**config.mk**
```make
export PLATFORM = sky130hd
export DESIGN_NAME = adc_cal_seq
export DESIGN_NICKNAME = d
export VERILOG_FILES = /design/src/rtl/adc_cal_pkg.sv /design/src/rtl/adc_pwr_timer.sv /design/src/rtl/adc_cal_fsm.sv /design/src/rtl/adc_code_bank.sv /design/src/rtl/adc_cal_seq.sv
export SDC_FILE = /design/constraint.sdc
export NUM_CORES = 1
export LEC_CHECK = 0
export BUFFER_PORTS_ARGS = -buffer_cell sky130_fd_sc_hd__buf_2
export CAP_MARGIN = 20
export CORE_UTILIZATION = 45
export DETAILED_ROUTE_END_ITERATION = 6
export MAX_ROUTING_LAYER = met4
export PLACE_DENSITY = 0.68
export SLEW_MARGIN = 0
export SYNTH_ARGS = -nofsm -noshare
export SYNTH_HDL_FRONTEND = slang
export SYNTH_SLANG_ARGS = --single-unit
```
**constraint.sdc**
```tcl
create_clock -name clk -period 3.3 [get_ports clk]
set_input_delay 0.33 -clock clk [delete_from_list [all_inputs] [get_ports clk]]
set_output_delay 0.33 -clock clk [all_outputs]
set_load 0.01 [all_outputs]
```
**src/rtl/adc_cal_pkg.sv**
```systemverilog
package adc_cal_pkg;

  typedef enum logic [1:0] {
    CS_IDLE = 2'd0,
    CS_HOLD = 2'd1,
    CS_MEAS = 2'd2
  } cal_state_e;

  // One comparator sample added to a running slot count.
  function automatic int unsigned slot_add(int unsigned acc, logic hit);
    return acc + (hit ? 32'd1 : 32'd0);
  endfunction

endpackage

```
**src/rtl/adc_pwr_timer.sv**
```systemverilog
module adc_pwr_timer #(
  parameter int MIN_ON = 2
) (
  input  logic clk,
  input  logic rst_n,
  input  logic pwr_on_i,
  output logic ready_o
);
  localparam int CW = $clog2(MIN_ON + 1);

  logic [CW-1:0] on_cnt;

  always_ff @(posedge clk) begin
    if (!rst_n)                     on_cnt <= '0;
    else if (!pwr_on_i)             on_cnt <= '0;
    else if (on_cnt < CW'(MIN_ON))  on_cnt <= on_cnt + 1'b1;
  end

  assign ready_o = (on_cnt == CW'(MIN_ON));

  // readiness can only follow a powered cycle
  a_r3_ready_after_on: assert property (@(posedge clk) disable iff (!rst_n)
    ready_o |-> $past(pwr_on_i));

endmodule

```
**src/rtl/adc_cal_fsm.sv**
```systemverilog
module adc_cal_fsm
  import adc_cal_pkg::*;
#(
  parameter int CAP_N    = 10,
  parameter int SLOT_LEN = 4,
  localparam int CODE_W  = $clog2(SLOT_LEN + 1),
  localparam int IDX_W   = (CAP_N > 1) ? $clog2(CAP_N) : 1,
  localparam int PH_W    = (SLOT_LEN > 1) ? $clog2(SLOT_LEN) : 1
) (
  input  logic              clk,
  input  logic              rst_n,
  input  logic              pwr_on_i,
  input  logic              pwr_ready_i,
  input  logic              cal_set_i,
  input  logic              cmp_i,
  output logic              busy_o,
  output logic              meas_active_o,
  output logic              accept_o,
  output logic              wr_en_o,
  output logic [IDX_W-1:0]  wr_idx_o,
  output logic [CODE_W-1:0] wr_code_o,
  output logic              done_o
);
  cal_state_e        state;
  logic [PH_W-1:0]   phase;
  logic [IDX_W-1:0]  cap_idx;
  logic [CODE_W-1:0] acc;
  logic              slot_end;
  logic              last_cap;

  assign slot_end  = (phase == PH_W'(SLOT_LEN - 1));
  assign last_cap  = (cap_idx == IDX_W'(CAP_N - 1));
  assign accept_o  = pwr_on_i && cal_set_i && (state == CS_IDLE);
  assign wr_en_o   = pwr_on_i && (state == CS_MEAS) && slot_end;
  assign wr_idx_o  = cap_idx;
  assign wr_code_o = CODE_W'(slot_add(32'(acc), cmp_i));
  assign done_o    = wr_en_o && last_cap;
  assign busy_o    = (state != CS_IDLE);
  assign meas_active_o = (state == CS_MEAS);

  always_ff @(posedge clk) begin
    if (!rst_n || !pwr_on_i) begin
      state   <= CS_IDLE;
      phase   <= '0;
      cap_idx <= '0;
      acc     <= '0;
    end else begin
      case (state)
        CS_IDLE: if (cal_set_i) begin
          state   <= pwr_ready_i ? CS_MEAS : CS_HOLD;
          phase   <= '0;
          cap_idx <= '0;
          acc     <= '0;
        end
        CS_HOLD: if (pwr_ready_i) state <= CS_MEAS;
        CS_MEAS: begin
          if (slot_end) begin
            phase <= '0;
            acc   <= '0;
            if (last_cap) state   <= CS_IDLE;
            else          cap_idx <= cap_idx + 1'b1;
          end else begin
            phase <= phase + 1'b1;
            acc   <= wr_code_o;
          end
        end
        default: state <= CS_IDLE;
      endcase
    end
  end

  // a second request during a run does not restart the capacitor walk
  a_r8_no_restart: assert property (@(posedge clk) disable iff (!rst_n)
    (meas_active_o && pwr_on_i && !slot_end) |=> $stable(cap_idx));

endmodule

```
**src/rtl/adc_code_bank.sv**
```systemverilog
module adc_code_bank #(
  parameter int CAP_N   = 10,
  parameter int CODE_W  = 3,
  parameter int DATA_W  = 12,
  localparam int IDX_W  = (CAP_N > 1) ? $clog2(CAP_N) : 1
) (
  input  logic              clk,
  input  logic              rst_n,
  input  logic              pwr_on_i,
  input  logic              clr_i,
  input  logic              wr_en_i,
  input  logic [IDX_W-1:0]  wr_idx_i,
  input  logic [CODE_W-1:0] wr_code_i,
  input  logic              done_i,
  input  logic [IDX_W-1:0]  sel_i,
  output logic [CODE_W-1:0] code_o,
  output logic              valid_o,
  output logic              calibrated_o,
  output logic [DATA_W-1:0] data_o
);
  logic [CODE_W-1:0] codes [CAP_N];

  for (genvar g = 0; g < CAP_N; g++) begin : g_cap
    always_ff @(posedge clk) begin
      if (!rst_n)                                    codes[g] <= '0;
      else if (wr_en_i && wr_idx_i == IDX_W'(g))     codes[g] <= wr_code_i;
    end
  end

  always_comb begin
    code_o = '0;
    for (int i = 0; i < CAP_N; i++)
      if (sel_i == IDX_W'(i)) code_o = codes[i];
  end

  always_ff @(posedge clk) begin
    if (!rst_n) begin
      valid_o      <= 1'b0;
      calibrated_o <= 1'b0;
      data_o       <= '0;
    end else if (!pwr_on_i) begin
      valid_o      <= 1'b0;
      calibrated_o <= 1'b0;
    end else begin
      if (clr_i)       valid_o <= 1'b0;
      else if (done_i) valid_o <= 1'b1;
      if (done_i) begin
        calibrated_o <= 1'b1;
        data_o       <= DATA_W'(wr_code_i);
      end
    end
  end

  // the calibrated flag only falls through power-off
  a_r9_sticky: assert property (@(posedge clk) disable iff (!rst_n)
    (calibrated_o && pwr_on_i) |=> calibrated_o);

endmodule

```
**src/rtl/adc_cal_seq.sv**
```systemverilog
module adc_cal_seq #(
  parameter int CAP_N    = 10,
  parameter int SLOT_LEN = 4,
  parameter int MIN_ON   = 2,
  parameter int DATA_W   = 12,
  localparam int CODE_W  = $clog2(SLOT_LEN + 1),
  localparam int IDX_W   = (CAP_N > 1) ? $clog2(CAP_N) : 1
) (
  input  logic              clk,
  input  logic              rst_n,
  input  logic              pwr_on_i,
  input  logic              cal_set_i,
  input  logic              conv_req_i,
  input  logic              cmp_i,
  input  logic [IDX_W-1:0]  code_sel_i,
  output logic              cal_busy_o,
  output logic              calibrated_o,
  output logic              conv_start_o,
  output logic              code_valid_o,
  output logic [CODE_W-1:0] code_o,
  output logic [DATA_W-1:0] data_o
);
  logic              pwr_ready;
  logic              meas_active;
  logic              accept;
  logic              wr_en;
  logic [IDX_W-1:0]  wr_idx;
  logic [CODE_W-1:0] wr_code;
  logic              cal_done;

  adc_pwr_timer #(.MIN_ON(MIN_ON)) u_timer (
    .clk(clk), .rst_n(rst_n), .pwr_on_i(pwr_on_i), .ready_o(pwr_ready)
  );

  adc_cal_fsm #(.CAP_N(CAP_N), .SLOT_LEN(SLOT_LEN)) u_fsm (
    .clk(clk), .rst_n(rst_n), .pwr_on_i(pwr_on_i), .pwr_ready_i(pwr_ready),
    .cal_set_i(cal_set_i), .cmp_i(cmp_i), .busy_o(cal_busy_o),
    .meas_active_o(meas_active), .accept_o(accept), .wr_en_o(wr_en),
    .wr_idx_o(wr_idx), .wr_code_o(wr_code), .done_o(cal_done)
  );

  adc_code_bank #(.CAP_N(CAP_N), .CODE_W(CODE_W), .DATA_W(DATA_W)) u_bank (
    .clk(clk), .rst_n(rst_n), .pwr_on_i(pwr_on_i), .clr_i(accept),
    .wr_en_i(wr_en), .wr_idx_i(wr_idx), .wr_code_i(wr_code), .done_i(cal_done),
    .sel_i(code_sel_i), .code_o(code_o), .valid_o(code_valid_o),
    .calibrated_o(calibrated_o), .data_o(data_o)
  );

  always_ff @(posedge clk) begin
    if (!rst_n) conv_start_o <= 1'b0;
    else        conv_start_o <= conv_req_i && pwr_on_i && pwr_ready && !cal_busy_o;
  end

  // measuring only happens once the power-on window is met
  a_r3_meas_ready: assert property (@(posedge clk) disable iff (!rst_n)
    (meas_active && pwr_on_i) |-> pwr_ready);

  // the calibration bit is cleared by hardware after the last slot
  a_r5_self_clear: assert property (@(posedge clk) disable iff (!rst_n)
    cal_done |=> (!cal_busy_o && calibrated_o && code_valid_o));

  // no conversion start while calibration runs
  a_r6_conv_blocked: assert property (@(posedge clk) disable iff (!rst_n)
    cal_busy_o |=> !conv_start_o);

  // power-off aborts and invalidates
  a_r7_power_abort: assert property (@(posedge clk) disable iff (!rst_n)
    !pwr_on_i |=> (!cal_busy_o && !code_valid_o && !calibrated_o));

  // codes are only flagged valid outside a calibration
  a_r4_valid_idle: assert property (@(posedge clk) disable iff (!rst_n)
    code_valid_o |-> !cal_busy_o);

endmodule

```
==> results.cfg <==
[grt]
grt_pass1_vias = 1551
grt_max_degree = 23
grt_antenna_before_repair = 0
grt_pass1_wl_um = 7520
overflow = 0
grt_usage = 0.170

[cells_and_area]
design_area_um2 = 2680
most-common-layout-cells = nor2_1, edfxtp_1, dfxtp_1, buf_2, nand2_1
nNetsFinal = 276
final_common_cell = nor2_1
antenna-diode-count = 0
drive_gt1_frac = 0.147
area_growth_pct = 8.78
fin_util = 0.515

[clocking]
clk_latency_ns = 0.30
clockBufferDepth = 2
htree_levels = 2
tritoncts = done
cts.clk_slew.worst_paths_ns = 0.09
cts_root_buf = clkbuf_8
cts-resized-gates = 0
cts.hold.buffers_added = 0
cts_made_buffers = 5
cts_setup_buffers = 0
cts.sinks = 49

[worst_setup_path]
path_max_fanout = 9
crit_start = u_fsm.phase[0]
critPathLaunchType = flip-flop
endpoint_kind = flip-flop
crit_type = flip-flop to flip-flop
arrival_ns = 2.03
worst_ep_required_time_ns = 3.25
reg2reg_from = u_fsm.phase[0]

[sta]
fin_setup_tns_ns = 0
hold_viol_final = 0
setup_viol = 0
fin_crit_sh = 0.630
worst_clock_skew_ns = 0.00910
fmax_mhz = 481
fin_hold_ws_ns = 0.253
post-route-min-period_ns = 2.08
slew_violations = 0
rsz0062_at_grt = no

[min_path]
min_from = conv_req_i
hp-class = input pin to flip-flop

[floorplan]
initial_utilization = 0.474
dieHeight_um = 76.0
core-area_um2 = 5200
die_w_um = 76.0
fp-row-count = 26
die_area_um2 = 5780
io_pins = 29

[synth]
netlist_area_um2 = 2470
syn_inst = 243
synth-edff-count = 30
synth_cell_types = 47
ys.flop_type = edfxtp_1
syn_area_per_cell_um2 = 10.1
synth-warning-count = 0
synth_seq_cells = 49
ys_async_sr_fraction = 0
seq_area_frac_synth = 0.520

[power_and_ir_drop]
p_total_w = 0.00118
powerDensity_nw_per_um2 = 440
p_leak_nw = 1.00
ir_drop_mv = 0.295

[run_status]
status = completed

[drt]
vias_per_cell = 5.22
postRouteAntennaNets = 0
vias = 1718
drt_iter0_markers = 156
wire_per_inst_um = 13.5
drc = 0
drt_pass1_iterations = 4
routed_wl_um = 4450

[placed_design]
routabilityCongestion = 0.779
hpwl_um = 3310
io_buffers = 19
dpl-instance-area_um2 = 2570

[flow_run]
cap_violations = 0
cells by family after synthesis:
family / count (synthesis) / share of synthesized area
AOI/OAI and AO/OA: 42 / 0.120
xor gates and xnor gates: 2 / 0.00710
adders and majority gates: 8 / 0.0406
buffers and inverters: 28 / 0.0588
DFF: 49 / 0.520
muxes: 13 / 0.0548
other: 1 / 0.00152
and+or+nand+nor: 100 / 0.197
power by group:
group / total, W / internal, W / switching [W] / leakage, nW
clock network: 0.000423 / 0.000227 / 0.000197 / 0.0543
logic: 0.0000853 / 0.0000329 / 0.0000524 / 0.495
registers: 0.000672 / 0.000664 / 0.00000856 / 0.455
stage by stage:
step	worst slack, ns	instances
floorplan	1.54	251
global placement	1.30	321
detailed placement	1.23	321
CTS	1.22	329
global route	1.06	329
finish	1.22	329
cell usage after synthesis, drive strengths merged (4+ instances only):
library cell / instances / area [um2]
dfxtp: 19 / 380
inv: 9 / 33.8
ha: 8 / 100
or2: 4 / 27.5
nand2: 18 / 67.6
a31oi: 4 / 40.0
mux2: 4 / 45.0
buf: 13 / 87.6
mux2i: 9 / 90.1
nor2: 44 / 165
nor2b: 5 / 31.3
nand3: 7 / 40.0
o21ai: 10 / 50.1
clkbuf: 6 / 23.8
a21oi: 8 / 40.0
nand2b: 4 / 25.0
edfxtp: 30 / 901
o221ai: 4 / 35.0
area by class of cell:
type	instances	area, um2
Inverter	9	33.8
Timing Repair Buffer	19	95.1
Tap cell	70	87.6
Fill cell	482	2520
Clock buffer	5	68.8
Clock inverter	3	46.3
Multi-Input combinational cell	174	1070
Sequential cell	49	1280
state kept, by name (all words and copies together), names as in the netlist:
name,flops
u_timer.on_cnt,2
u_bank.calibrated_o,1
conv_start_o,1
u_bank.data_o,3
u_bank.codes,30
u_fsm.state,2
u_fsm.acc,3
u_bank.valid_o,1
u_fsm.phase,2
u_fsm.wr_idx_o,4
metal layers:
metal	global-route usage	vias to the layer above	part of all wire
met4	0.0462	0	0.0094
met5	-	-	0
met2	0.283	41	0.47
li1	-	876	-
met1	0.214	797	0.48
met3	0.0323	4	0.033
final timing paths:
kind | depth (start not counted) | slack (ns) | end
setup / recovery | 4 | 1.22 | u_bank.codes[2][3]
hold / removal | 3 | 0.25 | conv_start_o
setup reg to reg | 4 | 1.22 | u_bank.codes[2][3]
hold reg to reg | 2 | 0.46 | u_bank.calibrated_o
worst max-delay path, cell delays in order, from the launching register on:
cell     delay (ns)
dfxtp_1        0.36
ha_1           0.28
and4b_1        0.38
nand2_1        0.24
o21ai_0        0.47
Note: power is estimated with default switching activity, not from simulation.
